==> src/rtl/ctl_ep_pkg.sv <==
package ctl_ep_pkg;

    typedef enum logic [1:0] {
        TK_SETUP = 2'd0,
        TK_IN    = 2'd1,
        TK_OUT   = 2'd2
    } tok_e;

    typedef enum logic [2:0] {
        RS_NONE  = 3'd0,
        RS_ACK   = 3'd1,
        RS_NAK   = 3'd2,
        RS_DATA0 = 3'd3,
        RS_DATA1 = 3'd4
    } rsp_e;

    typedef enum logic [1:0] {
        ST_IDLE   = 2'd0,
        ST_NODATA = 2'd1,
        ST_RD     = 2'd2,
        ST_WR     = 2'd3
    } stage_e;

    typedef struct packed {
        stage_e st;
        logic   tgl;       // PID expected / to send next: 1 = DATA1
        logic   wait_ack;  // a sent packet awaits the host handshake
        logic   dir;
        rsp_e   rsp;
        logic   zlp;
    } fsm_s;

    typedef struct packed {
        logic txrdy;
        logic txcmp;
        logic rx_setup;
        logic rx_out;
    } flags_s;

    localparam fsm_s FSM_RST = '{st: ST_IDLE, tgl: 1'b0, wait_ack: 1'b0,
                                 dir: 1'b0, rsp: RS_NONE, zlp: 1'b0};
    localparam flags_s FLAGS_RST = '{txrdy: 1'b0, txcmp: 1'b0,
                                     rx_setup: 1'b0, rx_out: 1'b0};

endpackage

==> src/rtl/ctl_ep_stage_fsm.sv <==
module ctl_ep_stage_fsm
    import ctl_ep_pkg::*;
#(
    parameter int LEN_W = 7
) (
    input  logic             clk,
    input  logic             rst_n,
    input  logic             ep_en,
    input  logic             tok_valid,
    input  logic [1:0]       tok_kind,
    input  logic             rx_data1,
    input  logic [LEN_W-1:0] rx_len,
    input  logic             setup_dir,
    input  logic             setup_nodata,
    input  logic             hs_ack,
    input  logic             hs_timeout,
    input  logic             txrdy,
    input  logic             txcmp,
    input  logic             rx_out,
    output logic [2:0]       rsp_kind,
    output logic             rsp_zlp,
    output logic             dir,
    output logic             ev_setup,
    output logic             ev_tx_ack,
    output logic             ev_rx_data
);

    fsm_s q, d;
    logic zero_len;

    always_comb begin
        d          = q;
        d.rsp      = RS_NONE;
        d.zlp      = 1'b0;
        ev_setup   = 1'b0;
        ev_tx_ack  = 1'b0;
        ev_rx_data = 1'b0;
        zero_len   = (rx_len == '0);

        // handshake on the packet sent last
        if (hs_ack && q.wait_ack) begin
            d.wait_ack = 1'b0;
            ev_tx_ack  = 1'b1;
            if (q.st == ST_RD) d.tgl = ~q.tgl;
            else               d.st  = ST_IDLE;   // status stage done
        end else if (hs_timeout) begin
            d.wait_ack = 1'b0;                    // retry keeps the toggle
        end

        if (tok_valid && ep_en) begin
            case (tok_kind)
                TK_SETUP: begin
                    d.st       = setup_nodata ? ST_NODATA : (setup_dir ? ST_RD : ST_WR);
                    d.tgl      = 1'b1;
                    d.wait_ack = 1'b0;
                    d.dir      = setup_dir;
                    d.rsp      = RS_ACK;
                    ev_setup   = 1'b1;
                end
                TK_IN: begin
                    case (q.st)
                        ST_NODATA, ST_WR: begin
                            d.rsp      = RS_DATA1;
                            d.zlp      = 1'b1;
                            d.wait_ack = 1'b1;
                        end
                        ST_RD: begin
                            if (txrdy) begin
                                d.rsp      = q.tgl ? RS_DATA1 : RS_DATA0;
                                d.wait_ack = 1'b1;
                            end else begin
                                d.rsp = RS_NAK;
                            end
                        end
                        default: d.rsp = RS_NAK;
                    endcase
                end
                TK_OUT: begin
                    case (q.st)
                        ST_RD: begin
                            if (rx_data1 && zero_len && !txcmp) begin
                                d.rsp = RS_ACK;
                                d.st  = ST_IDLE;
                            end else begin
                                d.rsp = RS_NAK;
                            end
                        end
                        ST_WR: begin
                            if (rx_out) begin
                                d.rsp = RS_NAK;
                            end else begin
                                d.rsp = RS_ACK;
                                if (rx_data1 == q.tgl) begin
                                    d.tgl      = ~q.tgl;
                                    ev_rx_data = 1'b1;
                                end
                            end
                        end
                        default: d.rsp = RS_NAK;
                    endcase
                end
                default: d.rsp = RS_NONE;
            endcase
        end
    end

    always_ff @(posedge clk or negedge rst_n) begin
        if (!rst_n) q <= FSM_RST;
        else        q <= d;
    end

    assign rsp_kind = q.rsp;
    assign rsp_zlp  = q.zlp;
    assign dir      = q.dir;

endmodule

==> src/rtl/ctl_ep_flags.sv <==
module ctl_ep_flags
    import ctl_ep_pkg::*;
(
    input  logic clk,
    input  logic rst_n,
    input  logic ev_setup,
    input  logic ev_tx_ack,
    input  logic ev_rx_data,
    input  logic fw_txrdy_set,
    input  logic fw_txcmp_clr,
    input  logic fw_rx_clr,
    input  logic fw_irq_en,
    output logic txrdy,
    output logic txcmp,
    output logic rx_setup,
    output logic rx_out,
    output logic irq
);

    flags_s q, d;

    // hardware events win over firmware clears in the same cycle;
    // a firmware load wins over the ACK clear of the previous packet
    always_comb begin
        d = q;
        if (ev_tx_ack) begin
            d.txrdy = 1'b0;
            d.txcmp = 1'b1;
        end
        if (fw_txrdy_set)              d.txrdy = 1'b1;
        if (fw_txcmp_clr && !ev_tx_ack) d.txcmp = 1'b0;
        if (fw_rx_clr) begin
            d.rx_setup = 1'b0;
            d.rx_out   = 1'b0;
        end
        if (ev_setup)   d.rx_setup = 1'b1;
        if (ev_rx_data) d.rx_out   = 1'b1;
    end

    always_ff @(posedge clk or negedge rst_n) begin
        if (!rst_n) q <= FLAGS_RST;
        else        q <= d;
    end

    assign txrdy    = q.txrdy;
    assign txcmp    = q.txcmp;
    assign rx_setup = q.rx_setup;
    assign rx_out   = q.rx_out;
    assign irq      = fw_irq_en & (q.txcmp | q.rx_setup | q.rx_out);

endmodule

==> src/rtl/ctl_ep_responder.sv <==
module ctl_ep_responder
    import ctl_ep_pkg::*;
#(
    parameter int LEN_W = 7
) (
    input  logic             clk,
    input  logic             rst_n,
    input  logic             ep_en,
    input  logic             tok_valid,
    input  logic [1:0]       tok_kind,
    input  logic             rx_data1,
    input  logic [LEN_W-1:0] rx_len,
    input  logic             setup_dir,
    input  logic             setup_nodata,
    input  logic             hs_ack,
    input  logic             hs_timeout,
    input  logic             fw_txrdy_set,
    input  logic             fw_txcmp_clr,
    input  logic             fw_rx_clr,
    input  logic             fw_irq_en,
    output logic [2:0]       rsp_kind,
    output logic             rsp_zlp,
    output logic             txrdy,
    output logic             txcmp,
    output logic             rx_setup,
    output logic             rx_out,
    output logic             xfer_dir,
    output logic             irq
);

    logic ev_setup, ev_tx_ack, ev_rx_data;

    ctl_ep_stage_fsm #(.LEN_W(LEN_W)) u_fsm (
        .clk          (clk),
        .rst_n        (rst_n),
        .ep_en        (ep_en),
        .tok_valid    (tok_valid),
        .tok_kind     (tok_kind),
        .rx_data1     (rx_data1),
        .rx_len       (rx_len),
        .setup_dir    (setup_dir),
        .setup_nodata (setup_nodata),
        .hs_ack       (hs_ack),
        .hs_timeout   (hs_timeout),
        .txrdy        (txrdy),
        .txcmp        (txcmp),
        .rx_out       (rx_out),
        .rsp_kind     (rsp_kind),
        .rsp_zlp      (rsp_zlp),
        .dir          (xfer_dir),
        .ev_setup     (ev_setup),
        .ev_tx_ack    (ev_tx_ack),
        .ev_rx_data   (ev_rx_data)
    );

    ctl_ep_flags u_flags (
        .clk          (clk),
        .rst_n        (rst_n),
        .ev_setup     (ev_setup),
        .ev_tx_ack    (ev_tx_ack),
        .ev_rx_data   (ev_rx_data),
        .fw_txrdy_set (fw_txrdy_set),
        .fw_txcmp_clr (fw_txcmp_clr),
        .fw_rx_clr    (fw_rx_clr),
        .fw_irq_en    (fw_irq_en),
        .txrdy        (txrdy),
        .txcmp        (txcmp),
        .rx_setup     (rx_setup),
        .rx_out       (rx_out),
        .irq          (irq)
    );

endmodule

==> config.mk <==
export PLATFORM = sky130hd
export DESIGN_NAME = ctl_ep_responder
export DESIGN_NICKNAME = d
export VERILOG_FILES = /design/src/rtl/ctl_ep_pkg.sv /design/src/rtl/ctl_ep_stage_fsm.sv /design/src/rtl/ctl_ep_flags.sv /design/src/rtl/ctl_ep_responder.sv
export SDC_FILE = /design/constraint.sdc
export NUM_CORES = 1
export LEC_CHECK = 0
export BUFFER_PORTS_ARGS = -buffer_cell sky130_fd_sc_hd__buf_2
export CORE_MARGIN = 2
export CORE_UTILIZATION = 48
export CTS_CLUSTER_SIZE = 10
export DETAILED_ROUTE_END_ITERATION = 10
export PLACE_DENSITY = 0.81
export SLEW_MARGIN = 20
export SYNTH_ARGS = -nofsm -noshare
export SYNTH_HDL_FRONTEND = slang
export SYNTH_HIERARCHICAL = 1
export SYNTH_SLANG_ARGS = --single-unit
==> constraint.sdc <==
create_clock -name clk -period 2.3 [get_ports clk]
set_input_delay 0.23 -clock clk [delete_from_list [all_inputs] [get_ports clk]]
set_output_delay 0.23 -clock clk [all_outputs]
set_load 0.02 [all_outputs]
==> impl_metrics.json <==
{
  "switchingPower_w": 0.000186,
  "pwr_density_cell_mw_per_mm2": 648,
  "required_ns": 2.46,
  "finalClockSkew_ns": 0.00372,
  "diodes": 0,
  "internal-power_w": 0.000396,
  "ant_nets": 0,
  "drt_pass1_iterations": 4,
  "synth_nets": 93,
  "gr-usage-all-layers_pct": 20.5,
  "fin_tns_setup_ns": 0,
  "drt_iter0_markers": 7,
  "postCtsSetupRepairBufs": 0,
  "reg2reg_slack_ns": 0.78,
  "cp-startpoint": "u_fsm/q[7]",
  "power_leakage_nw": 0.495,
  "crit_chain": "nand3b_4, or4b_1, a31o_1",
  "die_h_um": 42.9,
  "htreeDepth": 1,
  "period_minus_slack_ns": 1.52,
  "min_to": "u_flags/txrdy",
  "routabilityCongestion": 0.772,
  "ir_drop_mv": 0.403,
  "cpMaxStageDelayCell": "dfrtp_1",
  "start_util_pct": 49.9,
  "synthCells": 71,
  "ys.flop_type": "dfrtp_1",
  "finalHoldViolCount": 0,
  "antenna_found_initial": 0,
  "cts_root_buffer": "clkbuf_4",
  "dp_hpwl_um": 1270,
  "fin_cells": 118,
  "rsz0062_at_grt": "false",
  "synth_edf_count": 0,
  "area_growth_pct": 23.8,
  "post-route-period-util_pct": 66.1,
  "worstMarginPinSlew_ns": 0.293,
  "crit_type": "reg2reg",
  "grt_pass1_vias": 664,
  "path_clk_slew_ns": 0.08,
  "start_kind": "register",
  "yosysWarnings": 6,
  "slew_headroom_pct": 80.2,
  "synth-seq-area-share_pct": 44.8,
  "cts.sinks": 13,
  "reg2reg_from": "u_fsm/q[7]",
  "ios": 32,
  "fillers": 129,
  "critPathArrivalTime_ns": 1.68,
  "port_buffers": 31,
  "final_nets": 125,
  "reg2reg_to": "u_fsm/q[6]",
  "ys_types": 33,
  "fp.dieW_um": 42.9,
  "netlist_area_um2": 726,
  "worstHoldStart": "fw_txrdy_set",
  "outcome": "finished, final reports clean",
  "core-area_mm2": 0.00145,
  "p_total_w": 0.000582,
  "power_frac_comb_pct": 26.5,
  "row_count": 14,
  "viasPerCell": 5.66,
  "die-area_mm2": 0.00184,
  "grt_pass1_wl_um": 2820,
  "route.vias.total": 668,
  "clkPwrFrac_pct": 23.4,
  "placed_cells_incl_taps": 113,
  "wirelength_um": 1630,
  "ys_ff_latch": 13,
  "cts.path.max_buffers": 2,
  "worst-path-buf-inv": 0,
  "finalSetupViolations": 0,
  "slowest_delay_ns": 0.53,
  "cts_buffers": 3,
  "final_util_pct": 61.8,
  "drive_above_1_share_pct": 39.2,
  "whs_path_depth": 2,
  "drc_errors": 0,
  "grt_start_max_net_pins": 14,
  "crit_family": "simple AND/OR/NAND/NOR gates",
  "power.share.switching_pct": 31.9,
  "cts_tree": "done",
  "pwr-share-seq_pct": 50.1,
  "globalRouteOverflowTotal": 0,
  "drv_cap": 0,
  "synthArstFlopShare_pct": 100,
  "cp-end-kind": "register",
  "fmaxAchievable_ghz": 0.658,
  "maxSlewViolCount": 0,
  "ff2ff_path_depth": 3,
  "wl_per_cell_um": 13.8,
  "worstSkewPairLatency_ns": 0.27,
  "crit_fanout": 9,
  "synth_area_per_cell_um2": 10.2,
  "min_path_type": "in2reg"
}
-- cell usage after synthesis, drive strengths merged (2+ instances only) --
library cell / number / share of area, %
o211ai: 2 / 2.1
nand3b: 2 / 5.5
nor3: 2 / 1.4
nand3: 5 / 3.4
nor2: 4 / 2.1
nand2: 5 / 2.6
dfrtp: 13 / 45
buf: 6 / 6.4
a21o: 4 / 4.5
inv: 7 / 3.6
a31oi: 2 / 1.7
-- placed cells by master, fill, tap and decap left out --
| cell type | n |
|---|---|
| a21o_1 | 2 |
| o31a_1 | 1 |
| nand3b_4 | 2 |
| nand4b_1 | 1 |
| nor3_1 | 2 |
| and2b_1 | 1 |
| mux2_1 | 1 |
| nand2_1 | 5 |
| o31ai_1 | 1 |
| clkbuf_1 | 1 |
| dfrtp_1 | 13 |
| nand3_1 | 5 |
| or3_1 | 1 |
| a21o_2 | 2 |
| a31o_1 | 1 |
| and4_1 | 1 |
| xnor2_1 | 1 |
| o211ai_1 | 2 |
| buf_2 | 31 |
| a21oi_1 | 1 |
| and3_2 | 1 |
| clkbuf_4 | 3 |
| a22oi_1 | 1 |
| o21ai_0 | 1 |
| buf_4 | 1 |
| and3b_1 | 1 |
| o41ai_1 | 1 |
| inv_1 | 7 |
| nor2_1 | 4 |
| dlygate4sd3_1 | 1 |
| a31oi_1 | 2 |
| nor4b_1 | 1 |
| or4b_1 | 1 |
| o2111a_1 | 1 |
| nor4bb_1 | 1 |
-- how the worst max path moves through the flow --
stage / to / slack (ns) / cells past startpoint
6_report: u_fsm/q[6] / 0.78 / 3
5_1_grt: u_fsm/q[6] / 0.70 / 3
4_1_cts: u_fsm/q[6] / 0.80 / 3
3_5_place_dp: u_fsm/q[6] / 0.82 / 3
3_3_place_gp: u_fsm/q[6] / 0.88 / 3
2_1_floorplan: u_fsm/q[6] / 0.83 / 3
-- kinds of logic (layout without fill, tap and decap cells) --
group | after synthesis | after routing | synth area share (%)
AOI/OAI and AO/OA | 16 | 16 | 16.9
and+or+nand+nor | 27 | 27 | 25.5
xor gates and xnor gates | 1 | 1 | 1.21
buffers and inverters | 13 | 44 | 10.0
DFF | 13 | 13 | 44.8
muxes | 1 | 1 | 1.55
-- final cells by class --
cell class	count	area (um2)	area share, %
clock buffer	4	26.3	2.92
inverter	7	26.3	2.92
multi-input combinational	45	328	36.5
sequential	13	325	36.2
tap	16	20.0	2.23
timing repair buffer	33	173	19.2
-- power groups by stage --
stage	Combinational, W	Clock (W)	Sequential, W
4_1_cts	0.000153	0.000142	0.000291
3_5_place_dp	0.000151	0	0.000295
6_report	0.000154	0.000136	0.000292
3_3_place_gp	0.000146	0	0.000294
2_1_floorplan	0.000115	0	0.000288
5_1_grt	0.000169	0.000150	0.000299
-- sequential cells by signal, summed over array words and instances, names as in the netlist --
register / count
u_flags/txcmp: 1
u_flags/rx_out: 1
u_flags/rx_setup: 1
u_fsm/dir: 1
u_fsm/q: 4
u_flags/txrdy: 1
u_fsm/rsp_kind: 3
u_fsm/rsp_zlp: 1
-- per-stage QoR --
stage	setup slack [ns]	instance area, um2	hold WS (ns)
3_3_place_gp	0.876	862	0.131
4_1_cts	0.804	898	0.133
6_report	0.779	898	0.140
2_1_floorplan	0.833	726	-0.0656
3_5_place_dp	0.817	862	0.135
5_1_grt	0.697	898	0.130
-- worst register-to-register path, cell delays in order (launching register included) --
cell      delay, ns
dfrtp_1        0.53
nand3b_4       0.13
or4b_1         0.52
a31o_1         0.23
-- layer usage --
metal | GRT usage [%] | routed length (um) | vias to the layer above | part of all wire [%]
li1 | - | - | 313 | -
met1 | 23.5 | 662 | 318 | 41
met2 | 36.4 | 840 | 35 | 52
met3 | 3.83 | 112 | 2 | 6.9
met4 | 9.38 | 14 | 0 | 0.86
met5 | 0 | 0 | - | 0
-- timing repair --
action | CTS | global route
gates resized for setup | 0 | 0
hold endpoints to repair | 13 | 0
endpoints found under the setup margin | 0 | 0
hold buffers | 1 | 0
Note: power is estimated with default switching activity, not from simulation.
